$ cat src/rtl/flash_pe_pkg.sv
package flash_pe_pkg;
  localparam int unsigned CTL_W = 4;
  typedef struct packed {
    logic boot;   // bit 3
    logic go;     // bit 2
    logic erase;  // bit 1
    logic arm;    // bit 0
  } ctl_t;
  typedef enum logic [1:0] {RD_ARRAY, RD_LATCH, RD_BLOCK} rd_src_e;
endpackage

$ cat src/rtl/flash_ctl_reg.sv
module flash_ctl_reg
  import flash_pe_pkg::*;
(
  input  logic clk_i,
  input  logic rst_ni,
  input  logic wr_i,
  input  ctl_t wval_i,
  input  logic lat_valid_i,
  output ctl_t ctl_o,
  output logic start_o
);
  ctl_t ctl_q, ctl_d;

  always_comb begin
    ctl_d   = ctl_q;
    start_o = 1'b0;
    if (wr_i) begin
      if (ctl_q.go) begin
        ctl_d.go = wval_i.go;  // others frozen
      end else begin
        ctl_d.arm   = wval_i.arm;
        ctl_d.erase = wval_i.erase;
        ctl_d.boot  = wval_i.boot;
        ctl_d.go    = wval_i.go && ctl_q.arm && lat_valid_i;
        // arm dropped on the same write: go sticks but nothing runs
        start_o     = ctl_d.go && wval_i.arm;
      end
    end
  end

  always_ff @(posedge clk_i or negedge rst_ni) begin
    if (!rst_ni) ctl_q <= '0;
    else         ctl_q <= ctl_d;
  end

  assign ctl_o = ctl_q;
endmodule

$ cat src/rtl/flash_pgm_latch.sv
module flash_pgm_latch #(
  parameter int unsigned AW = 5,
  parameter int unsigned DW = 16
) (
  input  logic          clk_i,
  input  logic          rst_ni,
  input  logic          arm_i,
  input  logic          cap_i,
  input  logic          b8_i,
  input  logic [AW-1:0] addr_i,
  input  logic [DW-1:0] data_i,
  output logic          valid_o,
  output logic          b8_o,
  output logic [AW-1:0] addr_o,
  output logic [DW-1:0] data_o
);
  logic          valid_q, b8_q;
  logic [AW-1:0] addr_q;
  logic [DW-1:0] data_q;
  logic          legal;

  assign legal = b8_i || !addr_i[0];

  always_ff @(posedge clk_i or negedge rst_ni) begin
    if (!rst_ni) begin
      valid_q <= 1'b0;
      b8_q    <= 1'b0;
      addr_q  <= '0;
      data_q  <= '0;
    end else if (!arm_i) begin
      valid_q <= 1'b0;
      b8_q    <= 1'b0;
      addr_q  <= '0;
      data_q  <= '0;
    end else if (cap_i && !valid_q && legal) begin
      valid_q <= 1'b1;
      b8_q    <= b8_i;
      addr_q  <= addr_i;
      data_q  <= data_i;
    end
  end

  assign valid_o = valid_q;
  assign b8_o    = b8_q;
  assign addr_o  = addr_q;
  assign data_o  = data_q;
endmodule

$ cat src/rtl/flash_pulse_timer.sv
module flash_pulse_timer #(
  parameter int unsigned PULSE_CYC = 16
) (
  input  logic clk_i,
  input  logic rst_ni,
  input  logic start_i,
  input  logic go_i,
  output logic active_o,
  output logic fire_o
);
  localparam int unsigned CW = $clog2(PULSE_CYC + 1);
  localparam logic [CW-1:0] LOAD = CW'(PULSE_CYC);
  localparam logic [CW-1:0] ONE  = CW'(1);

  logic [CW-1:0] cnt_q;
  logic          act_q;

  always_ff @(posedge clk_i or negedge rst_ni) begin
    if (!rst_ni) begin
      act_q <= 1'b0;
      cnt_q <= '0;
    end else if (start_i) begin
      act_q <= 1'b1;
      cnt_q <= LOAD;
    end else if (act_q) begin
      if (!go_i || cnt_q == ONE) begin
        act_q <= 1'b0;
        cnt_q <= '0;
      end else begin
        cnt_q <= cnt_q - ONE;
      end
    end
  end

  assign active_o = act_q && go_i;
  assign fire_o   = act_q && go_i && (cnt_q == ONE);
endmodule

$ cat src/rtl/flash_array.sv
module flash_array #(
  parameter int unsigned DEPTH      = 32,
  parameter int unsigned BOOT_BYTES = 8,
  localparam int unsigned AW        = $clog2(DEPTH)
) (
  input  logic          clk_i,
  input  logic          rst_ni,
  input  logic          prog_i,
  input  logic          erase_i,
  input  logic          boot_i,
  input  logic          lat_b8_i,
  input  logic [AW-1:0] lat_addr_i,
  input  logic [15:0]   lat_data_i,
  input  logic [AW-1:0] rd_addr_i,
  output logic [7:0]    rd_lo_o,
  output logic [7:0]    rd_hi_o
);
  logic [7:0] mem_q [DEPTH];

  for (genvar g = 0; g < DEPTH; g++) begin : g_byte
    localparam logic [AW-1:0] IDX  = AW'(g);
    localparam bit            PROT = (g >= int'(DEPTH) - int'(BOOT_BYTES));
    logic hit_lo, hit_hi;

    assign hit_lo = (lat_addr_i == IDX);
    assign hit_hi = !lat_b8_i && IDX[0] && !lat_addr_i[0] &&
                    (lat_addr_i[AW-1:1] == IDX[AW-1:1]);

    always_ff @(posedge clk_i or negedge rst_ni) begin
      if (!rst_ni)                      mem_q[g] <= 8'hFF;
      else if (erase_i && !(PROT && boot_i)) mem_q[g] <= 8'hFF;
      else if (prog_i && hit_lo)        mem_q[g] <= mem_q[g] & lat_data_i[7:0];
      else if (prog_i && hit_hi)        mem_q[g] <= mem_q[g] & lat_data_i[15:8];
    end
  end

  assign rd_lo_o = mem_q[rd_addr_i];
  assign rd_hi_o = mem_q[rd_addr_i + AW'(1)];
endmodule

$ cat src/rtl/flash_pe_ctrl.sv
module flash_pe_ctrl #(
  parameter int unsigned DEPTH      = 32,
  parameter int unsigned BOOT_BYTES = 8,
  parameter int unsigned PULSE_CYC  = 16,
  localparam int unsigned AW        = $clog2(DEPTH)
) (
  input  logic          clk_i,
  input  logic          rst_ni,
  input  logic          req_i,
  input  logic          we_i,
  input  logic          ctl_sel_i,
  input  logic          byte_i,
  input  logic [AW-1:0] addr_i,
  input  logic [15:0]   wdata_i,
  output logic [15:0]   rdata_o,
  output logic          ack_o,
  output logic          busy_o,
  output logic          pulse_o
);
  import flash_pe_pkg::*;

  ctl_t          ctl_q;
  logic          ctl_wr, arr_acc, arr_wr, mis_rd, mis_q;
  logic          start, fire;
  logic          lat_valid, lat_b8;
  logic [AW-1:0] lat_addr;
  logic [15:0]   lat_data;
  logic [7:0]    rd_lo, rd_hi;
  rd_src_e       rd_src;

  assign arr_acc = req_i && !ctl_sel_i;
  assign arr_wr  = arr_acc && we_i;
  assign ctl_wr  = req_i && we_i && ctl_sel_i;
  assign mis_rd  = arr_acc && !we_i && !byte_i && addr_i[0];

  always_ff @(posedge clk_i or negedge rst_ni) begin
    if (!rst_ni) mis_q <= 1'b0;
    else         mis_q <= mis_rd && !mis_q;
  end

  assign ack_o = req_i && !(mis_rd && !mis_q);

  flash_ctl_reg u_ctl (
    .clk_i      (clk_i),
    .rst_ni     (rst_ni),
    .wr_i       (ctl_wr),
    .wval_i     (ctl_t'(wdata_i[CTL_W-1:0])),
    .lat_valid_i(lat_valid),
    .ctl_o      (ctl_q),
    .start_o    (start)
  );

  flash_pgm_latch #(.AW(AW), .DW(16)) u_latch (
    .clk_i  (clk_i),
    .rst_ni (rst_ni),
    .arm_i  (ctl_q.arm),
    .cap_i  (arr_wr),
    .b8_i   (byte_i),
    .addr_i (addr_i),
    .data_i (wdata_i),
    .valid_o(lat_valid),
    .b8_o   (lat_b8),
    .addr_o (lat_addr),
    .data_o (lat_data)
  );

  flash_pulse_timer #(.PULSE_CYC(PULSE_CYC)) u_timer (
    .clk_i   (clk_i),
    .rst_ni  (rst_ni),
    .start_i (start),
    .go_i    (ctl_q.go),
    .active_o(pulse_o),
    .fire_o  (fire)
  );

  flash_array #(.DEPTH(DEPTH), .BOOT_BYTES(BOOT_BYTES)) u_array (
    .clk_i     (clk_i),
    .rst_ni    (rst_ni),
    .prog_i    (fire && !ctl_q.erase),
    .erase_i   (fire && ctl_q.erase),
    .boot_i    (ctl_q.boot),
    .lat_b8_i  (lat_b8),
    .lat_addr_i(lat_addr),
    .lat_data_i(lat_data),
    .rd_addr_i (addr_i),
    .rd_lo_o   (rd_lo),
    .rd_hi_o   (rd_hi)
  );

  always_comb begin
    if (ctl_q.go)                        rd_src = RD_BLOCK;
    else if (ctl_q.arm && !ctl_q.erase)  rd_src = RD_LATCH;
    else                                 rd_src = RD_ARRAY;
  end

  always_comb begin
    if (ctl_sel_i) rdata_o = {{(16-CTL_W){1'b0}}, ctl_q};
    else begin
      unique case (rd_src)
        RD_BLOCK: rdata_o = '0;
        RD_LATCH: rdata_o = lat_data;
        default:  rdata_o = byte_i ? {8'h00, rd_lo} : {rd_hi, rd_lo};
      endcase
    end
  end

  assign busy_o = ctl_q.go;
endmodule

$ cat config.mk
export PLATFORM = sky130hd
export DESIGN_NAME = flash_pe_ctrl
export DESIGN_NICKNAME = d
export VERILOG_FILES = /design/src/rtl/flash_pe_pkg.sv /design/src/rtl/flash_ctl_reg.sv /design/src/rtl/flash_pgm_latch.sv /design/src/rtl/flash_pulse_timer.sv /design/src/rtl/flash_array.sv /design/src/rtl/flash_pe_ctrl.sv
export SDC_FILE = /design/constraint.sdc
export NUM_CORES = 1
export LEC_CHECK = 0
export BUFFER_PORTS_ARGS = -buffer_cell sky130_fd_sc_hd__buf_2
export CORE_MARGIN = 1
export CORE_UTILIZATION = 40
export CTS_CLUSTER_DIAMETER = 40
export CTS_CLUSTER_SIZE = 28
export DETAILED_ROUTE_END_ITERATION = 12
export PLACE_DENSITY = 0.66
export SYNTH_ARGS = -nofsm -noshare
export SYNTH_HDL_FRONTEND = slang
export SYNTH_SLANG_ARGS = --single-unit
$ cat constraint.sdc
create_clock -name clk_i -period 4.02 [get_ports clk_i]
set_clock_uncertainty 0.15 [all_clocks]
set_input_delay 0.201 -clock clk_i [delete_from_list [all_inputs] [get_ports clk_i]]
set_output_delay 0.201 -clock clk_i [all_outputs]
set_load 0.01 [all_outputs]
==> impl_summary.txt, run 1 <==
----------------------------------------------------
[Route]
  DRT Pass-1 Iters ... 6
  WL final ... 57,200 um
  Top layer in use ... met4
  WL met3 ... 5980 um
  Detailed-route via count ... 14,494
  M1 WL ... 21,900 um
  Drt initial violations ... 1,748
  ANT nets after route ... 0
  Average wire per standard cell ... 26.1 um
  Remaining design rule violation count ... 0
  Routed vias/inst ... 6.62
  Routed wire length on met2 ... 25,700 um

[Critical path]
  R2R cell count ... 7
  Critical R2R Capture ... u_array.mem_q[39]$_DFFE_PN1P_
  Source of the worst register-to-register timing path ... u_timer.cnt_q[1]$_DFFE_PN0P_
  Setup slack, reg-to-reg ... 0.80 ns
  Delay contributed by the slowest stage of the critical path ... 0.89 ns
  Critical path arrival ... 3.03 ns
  Start point of the critical path ... addr_i[2]
  Launching element type of the critical path ... input pin
  CP Data Required Time ... 3.67 ns
  Cell with the biggest individual delay on the critical path ... sky130_fd_sc_hd__xnor2_2
  Worst setup path class ... in -> out
  Most frequent CP cell ... sky130_fd_sc_hd__buf_2
  End point of the critical path ... rdata_o[12]
  Endpoint class of the critical path ... primary output
  Worst Path Max Fanout ... 24
  CP Cell Sequence ... buf_2, xnor2_2, buf_4, nand2_1, a32oi_1, a31oi_1, o31ai_1, buf_2

[Die]
  Boundary Pins ... 46
  Total core area ... 40,000 um^2
  Die ar. ... 41,700 um^2
  Die X-Extent ... 204 um
  Initial Utilization ... 0.409
  Die H ... 204 um
  Number of placement rows ... 73

[Placed design]
  Placed instance count ... 2,093
  DPL Wire Length ... 36,600 um
  Area after DPL ... 17,100 um^2
  Worst-case setup slack after placement ... 0.796 ns
  Last weighted congestion value of the routability-driven placer ... 0.965
  Input/output buffers ... 45

[Yosys]
  Cell Area, Synth ... 16,400 um^2
  Most repeated cell in the gate-level netlist after synthesis ... sky130_fd_sc_hd__nand2_1
  Synth Register Bits ... 290
  Largest cells by area after synthesis ... sky130_fd_sc_hd__dfstp_2 41%, sky130_fd_sc_hd__nand2_1 11%, sky130_fd_sc_hd__mux4_2 9.5%, sky130_fd_sc_hd__o221ai_1 6.8%, sky130_fd_sc_hd__dfrtp_1 5.2%
  Post-Synthesis Cells ... 1,614
  Post-synthesis area per instance ... 10.1 um^2
  Unique masters post-synth ... 60
  Ys async rst share ... 1.00
  Sequential share of the synthesized area ... 0.463
  Post-Syn Nets ... 1,644
  Number of warnings printed during yosys synthesis ... 0
  Commonest register cell after synthesis ... sky130_fd_sc_hd__dfstp_2
  Commonest cells post-synth ... 464 x sky130_fd_sc_hd__nand2_1, 256 x sky130_fd_sc_hd__dfstp_2, 160 x sky130_fd_sc_hd__o21ai_0
  Most area-hungry cell type in the Yosys netlist ... sky130_fd_sc_hd__dfstp_2
  Post-synth EDFFs ... 0
  Portion of synthesized cell area occupied by the leading cell type ... 0.411

[Global routing]
  Global router's overall resource usage ... 0.276
  First-pass GRT wire length ... 87,200 um
  Via count of the first global-routing pass ... 14,104
  Number of antenna violations at the first check in global routing ... 0
  Remaining global-route overflow ... 0
  Largest net degree at the start of global routing ... 130

[Cells and area]
  Post-route cell area ... 18,700 um^2
  Number of non-filler instances in the completed layout ... 2,188
  # diodes ... 0
  Fraction of layout instances using a drive strength above 1 ... 0.323
  Total of fill cells in the finished design ... 3,703
  Share of the core filled with cells in the final layout ... 0.467
  Nets ... 1,664
  P&R area growth vs syn ... 14.1%

[Power and ir drop]
  Static power due to leakage ... 8.13 nW
  Switching share of power ... 0.312
  Max VDD drop ... 0.325 mV
  PD cells ... 551 nW/um^2
  Portion of total power attributed to combinational logic ... 0.214
  Net Switching ... 3.22 mW
  Internal power contribution ... 7.08 mW
  Total power ... 10.3 mW
  Clock group share of total power ... 0.337
  Flop pwr share ... 0.449

[Hold path]
  Tightest Hold Check Type ... in -> reg

[Run status]
  Status ... finished, final reports clean

[Clock network]
  Clock network latency to the later pin of the worst-skew pair ... 0.54 ns
  # resized after CTS ... 0
  Maximum buffer depth of the clock tree ... 3
  # clock sinks ... 290
  Clock buffer count from CTS ... 40
  Clk pin slew, worst setup/hold paths ... 0.06 ns
  Root Buffer ... sky130_fd_sc_hd__clkbuf_16
  Clock tree from TritonCTS ... built
  CTS H-Tree Depth ... 2

[Timing]
  Min Tclk post-route ... 3.38 ns
  Final setup violation count ... 0
  Worst hold slack ... 0.0571 ns
  Setup repair after global routing missed its margin ... false
  Post-Route Setup TNS ... 0 ns
  Fin crit share ... 0.840
  F_max ... 0.296 GHz
  Headroom to the max-slew limit ... 0.246
  Transition time of the tightest slew-check pin ... 1.13 ns
  Final-report hold violation count ... 0
  Max-slew violation count ... 0
  Post-route worst setup slack ... 0.643 ns

[Run]
  Number of violations of the max-capacitance limit ... 0

----------------------------------------------------
## worst min path at each step
| stage | from | to | slack [ns] | cells past startpoint |
|---|---|---|---|---|
| floorplan | rst_ni | mis_q$_DFF_PN0_ | -0.24 | 0 |
| global placement | rst_ni | u_latch.data_o[6]$_DFFE_PN0P_ | 0.24 | 1 |
| detailed placement | rst_ni | u_latch.data_o[7]$_DFFE_PN0P_ | 0.26 | 1 |
| CTS | req_i | u_timer.cnt_q[0]$_DFFE_PN0P_ | 0.01 | 4 |
| global route | req_i | u_timer.cnt_q[4]$_DFFE_PN0P_ | 0.11 | 4 |
| finish | req_i | u_timer.cnt_q[0]$_DFFE_PN0P_ | 0.06 | 4 |
## cell usage in the layout, fill, tap and decap left out, drive strengths merged, types with 4 or more instances in the layout
cell type,n
nor3,13
dlygate4sd3,24
mux2i,68
dfstp,256
o21ai,161
clkinvlp,7
a32oi,7
clkbuf,44
nor2b,18
o221ai,127
a221oi,9
nor4,8
buf,97
mux2,29
inv,16
o211ai,6
mux4,78
nand2b,7
dfrtp,34
a31oi,10
a2111oi,6
o31ai,9
o22ai,9
and3,4
o32ai,4
clkinv,13
a21oi,33
nand2,464
nor2,19
a22oi,7
nand3,31
## critical path, delay by kind of cell
family	cells	cell delay [ns]
AOI/OAI and AO/OA	3	0.92
buffers and inverters	3	0.92
xor gates and xnor gates	1	0.89
and+or+nand+nor	1	0.08
## kinds of logic after synthesis
group / Yosys count / synth area share
simple gates: 581 / 0.151
compound gates: 409 / 0.170
flops: 290 / 0.463
mux: 175 / 0.171
buf+inv: 153 / 0.0411
xor+xnor: 3 / 0.00206
fa+ha+maj: 3 / 0.00229
## routing by layer
metal / vias to the layer above / global-route usage
li1: 6045 / -
met1: 7249 / 0.361
met2: 970 / 0.421
met3: 230 / 0.0617
met4: 0 / 0.158
met5: - / 0
## power by group through the flow
stage                     clock network [mW]  registers [mW]  logic (mW)
after floorplan                            0            4.33        1.60
after global placement                     0            4.59        2.08
after detailed placement                   0            4.60        2.14
after CTS                               3.51            4.59        2.16
after global routing                    3.62            4.69        2.40
final                                   3.47            4.62        2.20
## registers in the layout, summed over array words and instances, names as in the netlist
| register | count |
|---|---|
| u_ctl.ctl_o | 4 |
| u_latch.b8_o | 1 |
| u_timer.cnt_q | 5 |
| mis_q | 1 |
| u_latch.addr_o | 5 |
| u_latch.data_o | 16 |
| u_timer.act_q | 1 |
| u_array.mem_q | 256 |
| u_latch.valid_o | 1 |
## final cells by class
cell class	count	area [um^2]	area share
multi-input cells	1171	8170	0.437
inverters	10	37.5	0.00201
clock buffers	44	1080	0.0578
clock inverters	27	233	0.0125
well taps	525	657	0.0352
repair buffers	121	922	0.0494
flip-flops and latches	290	7580	0.406
## repair_timing
| action | CTS | global route |
|---|---|---|
| hold endpoints to repair | 60 | 0 |
| buffers inserted | 0 | 0 |
| hold buffers | 24 | 0 |
No activity file was read; power rests on OpenSTA's default activity.
==> run 2, diff against run 1 <==
PLACE_DENSITY = 0.68   (was 0.66)
clock period = 3.1 ns   (was 4.02 ns; I/O delays follow)
==> run 2 against run 1 <==
The flow now finishes with violations (negative setup slack); clock power increased by 42%; combinational power increased by 35%; worst hold slack improved by 0.038 ns.
==> impl_summary.txt, run 2 (synthesis gave the netlist of run 1 again) <==
----------------------------------------------------
[Critical path]
  CP Cell Sequence ... mux2i_1, and3_1, nor4_1, o22ai_1, o31ai_1, buf_2
  Worst setup path class ... reg -> out
  Delay contributed by the slowest stage of the critical path ... 0.56 ns (-0.33 ns)
  Endpoint class of the critical path ... primary output
  End point of the critical path ... rdata_o[14]
  Source of the worst register-to-register timing path ... u_timer.cnt_q[1]$_DFFE_PN0P_
  Worst Path Max Fanout ... 3 (-88%)
  Cell family with most CP delay ... compound AO/OA/AOI/OAI gates
  Setup slack, reg-to-reg ... 0.18 ns (-0.62 ns)
  R2R cell count ... 8 (+1)
  Number of cells on the critical path ... 6 (-2)
  Cell with the biggest individual delay on the critical path ... sky130_fd_sc_hd__dfstp_2
  Start point of the critical path ... u_array.mem_q[174]$_DFFE_PN1P_
  CP Data Required Time ... 2.79 ns (-0.88 ns)
  Critical R2R Capture ... u_array.mem_q[1]$_DFFE_PN1P_
  Worst path bufs/invs ... 1 (-2)
  Launching element type of the critical path ... flop
  Critical path arrival ... 2.81 ns (-0.22 ns)

[Clock network]
  Root Buffer ... sky130_fd_sc_hd__clkbuf_16
  CTS H-Tree Depth ... 2 (unchanged)
  Clock tree from TritonCTS ... built
  Clk pin slew, worst setup/hold paths ... 0.06 ns (about the same)
  Total setup buffers inserted after CTS ... 0 (unchanged)
  Clock network latency to the later pin of the worst-skew pair ... 0.55 ns (about the same)
  Clock buffer count from CTS ... 45 (+13%)
  # clock sinks ... 290 (unchanged)
  Maximum buffer depth of the clock tree ... 3 (unchanged)

[Power and ir drop]
  PD cells ... 720 nW/um^2 (+31%)
  Clock group share of total power ... 0.356 (+0.019)
  Flop pwr share ... 0.429 (-0.020)
  Switching share of power ... 0.311 (-0.00165)
  Total power ... 13.8 mW (+34%)
  Net Switching ... 4.30 mW (+34%)
  Static power due to leakage ... 8.42 nW (+3.6%)
  Internal power contribution ... 9.54 mW (+35%)
  Portion of total power attributed to combinational logic ... 0.215 (about the same)
  Max VDD drop ... 0.519 mV (+60%)

[Cells and area]
  Nets ... 1,702 (+2.3%)
  Commonest non-fill, non-tap cell in the layout ... sky130_fd_sc_hd__nand2_1
  Number of non-filler instances in the completed layout ... 2,232 (+2.0%)
  P&R area growth vs syn ... 17.4%
  # diodes ... 0 (unchanged)
  Post-route cell area ... 19,200 um^2 (+2.9%)
  Most frequent cells in the layout ... 463 x sky130_fd_sc_hd__nand2_1, 256 x sky130_fd_sc_hd__dfstp_2, 160 x sky130_fd_sc_hd__o21ai_0
  Number of flip-flops under the largest register name ... 256 (unchanged)
  Area of the multi-input gates ... 8190 um^2 (+0.29%)
  Fraction of layout instances using a drive strength above 1 ... 0.338 (+0.0151)
  Register ranked first by flip-flop count ... u_array.mem_q
  Flip-flop and latch area ... 7580 um^2 (unchanged)
  Total of fill cells in the finished design ... 3,735 (+0.86%)

[Run]
  Number of violations of the max-capacitance limit ... 0 (unchanged)

[Route]
  ANT nets after route ... 0 (unchanged)
  Remaining design rule violation count ... 0 (unchanged)
  DRT Pass-1 Iters ... 5 (-1)
  Average wire per standard cell ... 26.0 um (-0.68%)
  Detailed-route via count ... 14,580 (+0.59%)
  Drt initial violations ... 1,943 (+11%)
  Routed vias/inst ... 6.53 (-1.4%)
  WL final ... 57,900 um (+1.3%)

[Placed design]
  DPL Wire Length ... 37,200 um (+1.8%)
  Area after DPL ... 17,500 um^2 (+2.0%)
  Input/output buffers ... 45 (unchanged)
  Placed instance count ... 2,123 (+1.4%)
  Worst-case setup slack after placement ... 0.0222 ns (-0.774 ns)
  Last weighted congestion value of the routability-driven placer ... 0.966 (about the same)

[Die]
  Die ar. ... 41,700 um^2 (unchanged)
  Number of placement rows ... 73 (unchanged)
  Die X-Extent ... 204 um (unchanged)
  Initial Utilization ... 0.409 (unchanged)
  Total core area ... 40,000 um^2 (unchanged)
  Die H ... 204 um (unchanged)
  Boundary Pins ... 46 (unchanged)

[Global routing]
  Remaining global-route overflow ... 0 (unchanged)
  Global router's overall resource usage ... 0.278 (+0.00244)
  Number of antenna violations at the first check in global routing ... 1 (+1)
  Largest net degree at the start of global routing ... 93 (-28%)
  Via count of the first global-routing pass ... 14,300 (+1.4%)
  First-pass GRT wire length ... 87,900 um (+0.88%)

[Timing]
  Final-report hold violation count ... 0 (unchanged)
  Min Tclk post-route ... 3.11 ns
  Post-route worst setup slack ... -0.0141 ns (-0.657 ns)
  Fin crit share ... 1.00
  Max-slew violation count ... 0 (unchanged)
  Transition time of the tightest slew-check pin ... 0.966 ns (-0.165 ns)
  Final setup violation count ... 1 (+1)
  Headroom to the max-slew limit ... 0.356 (+0.110)
  F_max ... 0.321 GHz

[Hold path]
  Tightest Hold Check Type ... in -> reg

[Run status]
  Violated checks ... negative setup slack
  Status ... finished with violations

----------------------------------------------------
[run 2: how the worst min path moves through the flow]
stage / endpoint / cells after the start / startpoint / slack, ns
after global placement: u_latch.addr_o[1]$_DFFE_PN0P_ / 1 / rst_ni / 0.08
after global routing: u_latch.addr_o[3]$_DFFE_PN0P_ / 4 / addr_i[3] / 0.09
after floorplan: mis_q$_DFF_PN0_ / 0 / rst_ni / -0.29
after detailed placement: u_latch.addr_o[0]$_DFFE_PN0P_ / 1 / rst_ni / 0.1
final: u_latch.addr_o[3]$_DFFE_PN0P_ / 4 / addr_i[3] / 0.1
after CTS: u_latch.addr_o[3]$_DFFE_PN0P_ / 4 / addr_i[3] / 0.05
[run 2: metrics by stage]
step,util,hold slack [ns],setup TNS (ns)
floorplan,-,-0.291,0
global placement,0.436,0.0847,0
detailed placement,0.436,0.0965,0
CTS,0.480,0.0496,0
global route,0.480,0.0895,-0.0273
finish,0.480,0.0950,-0.0141
[run 2: area by class of cell]
class | instances | area share
Tap cell | 525 | 0.0342
Clock buffer | 51 | 0.0631
Sequential cell | 290 | 0.394
Timing Repair Buffer | 154 | 0.0671
Inverter | 10 | 0.00195
Multi-Input combinational cell | 1171 | 0.426
Clock inverter | 31 | 0.0132
[run 2: per-layer routing]
metal | wire length (um) | vias to the layer above | global-route usage
met5 | 11 | - | 0
met4 | 2890 | 2 | 0.137
met3 | 5400 | 191 | 0.0584
met2 | 26400 | 889 | 0.427
met1 | 23300 | 7373 | 0.374
li1 | - | 6125 | -
[run 2: worst register-to-register path: cells and delay by family (launching register included)]
kind                       cells  cell delay (ns)
AOI/OAI and AO/OA              1             0.37
and+or+nand+nor                4             1.43
DFF                            1             0.39
adders and majority gates      1             0.15
buffers and inverters          2             0.31
[run 2: power by group through the flow]
stage	clock (mW)	sequential, mW	combinational [mW]
after floorplan	0	5.61	2.08
after global placement	0	5.88	2.80
after detailed placement	0	5.91	2.89
after CTS	4.97	5.89	2.93
after global routing	5.13	6.03	3.23
final	4.92	5.94	2.97
[run 2: what timing repair did]
item                                    4_1_cts  5_1_grt
resized for setup                             1        3
endpoints found under the setup margin        1        2
hold endpoints to repair                    117        0
hold buffers                                 27        0
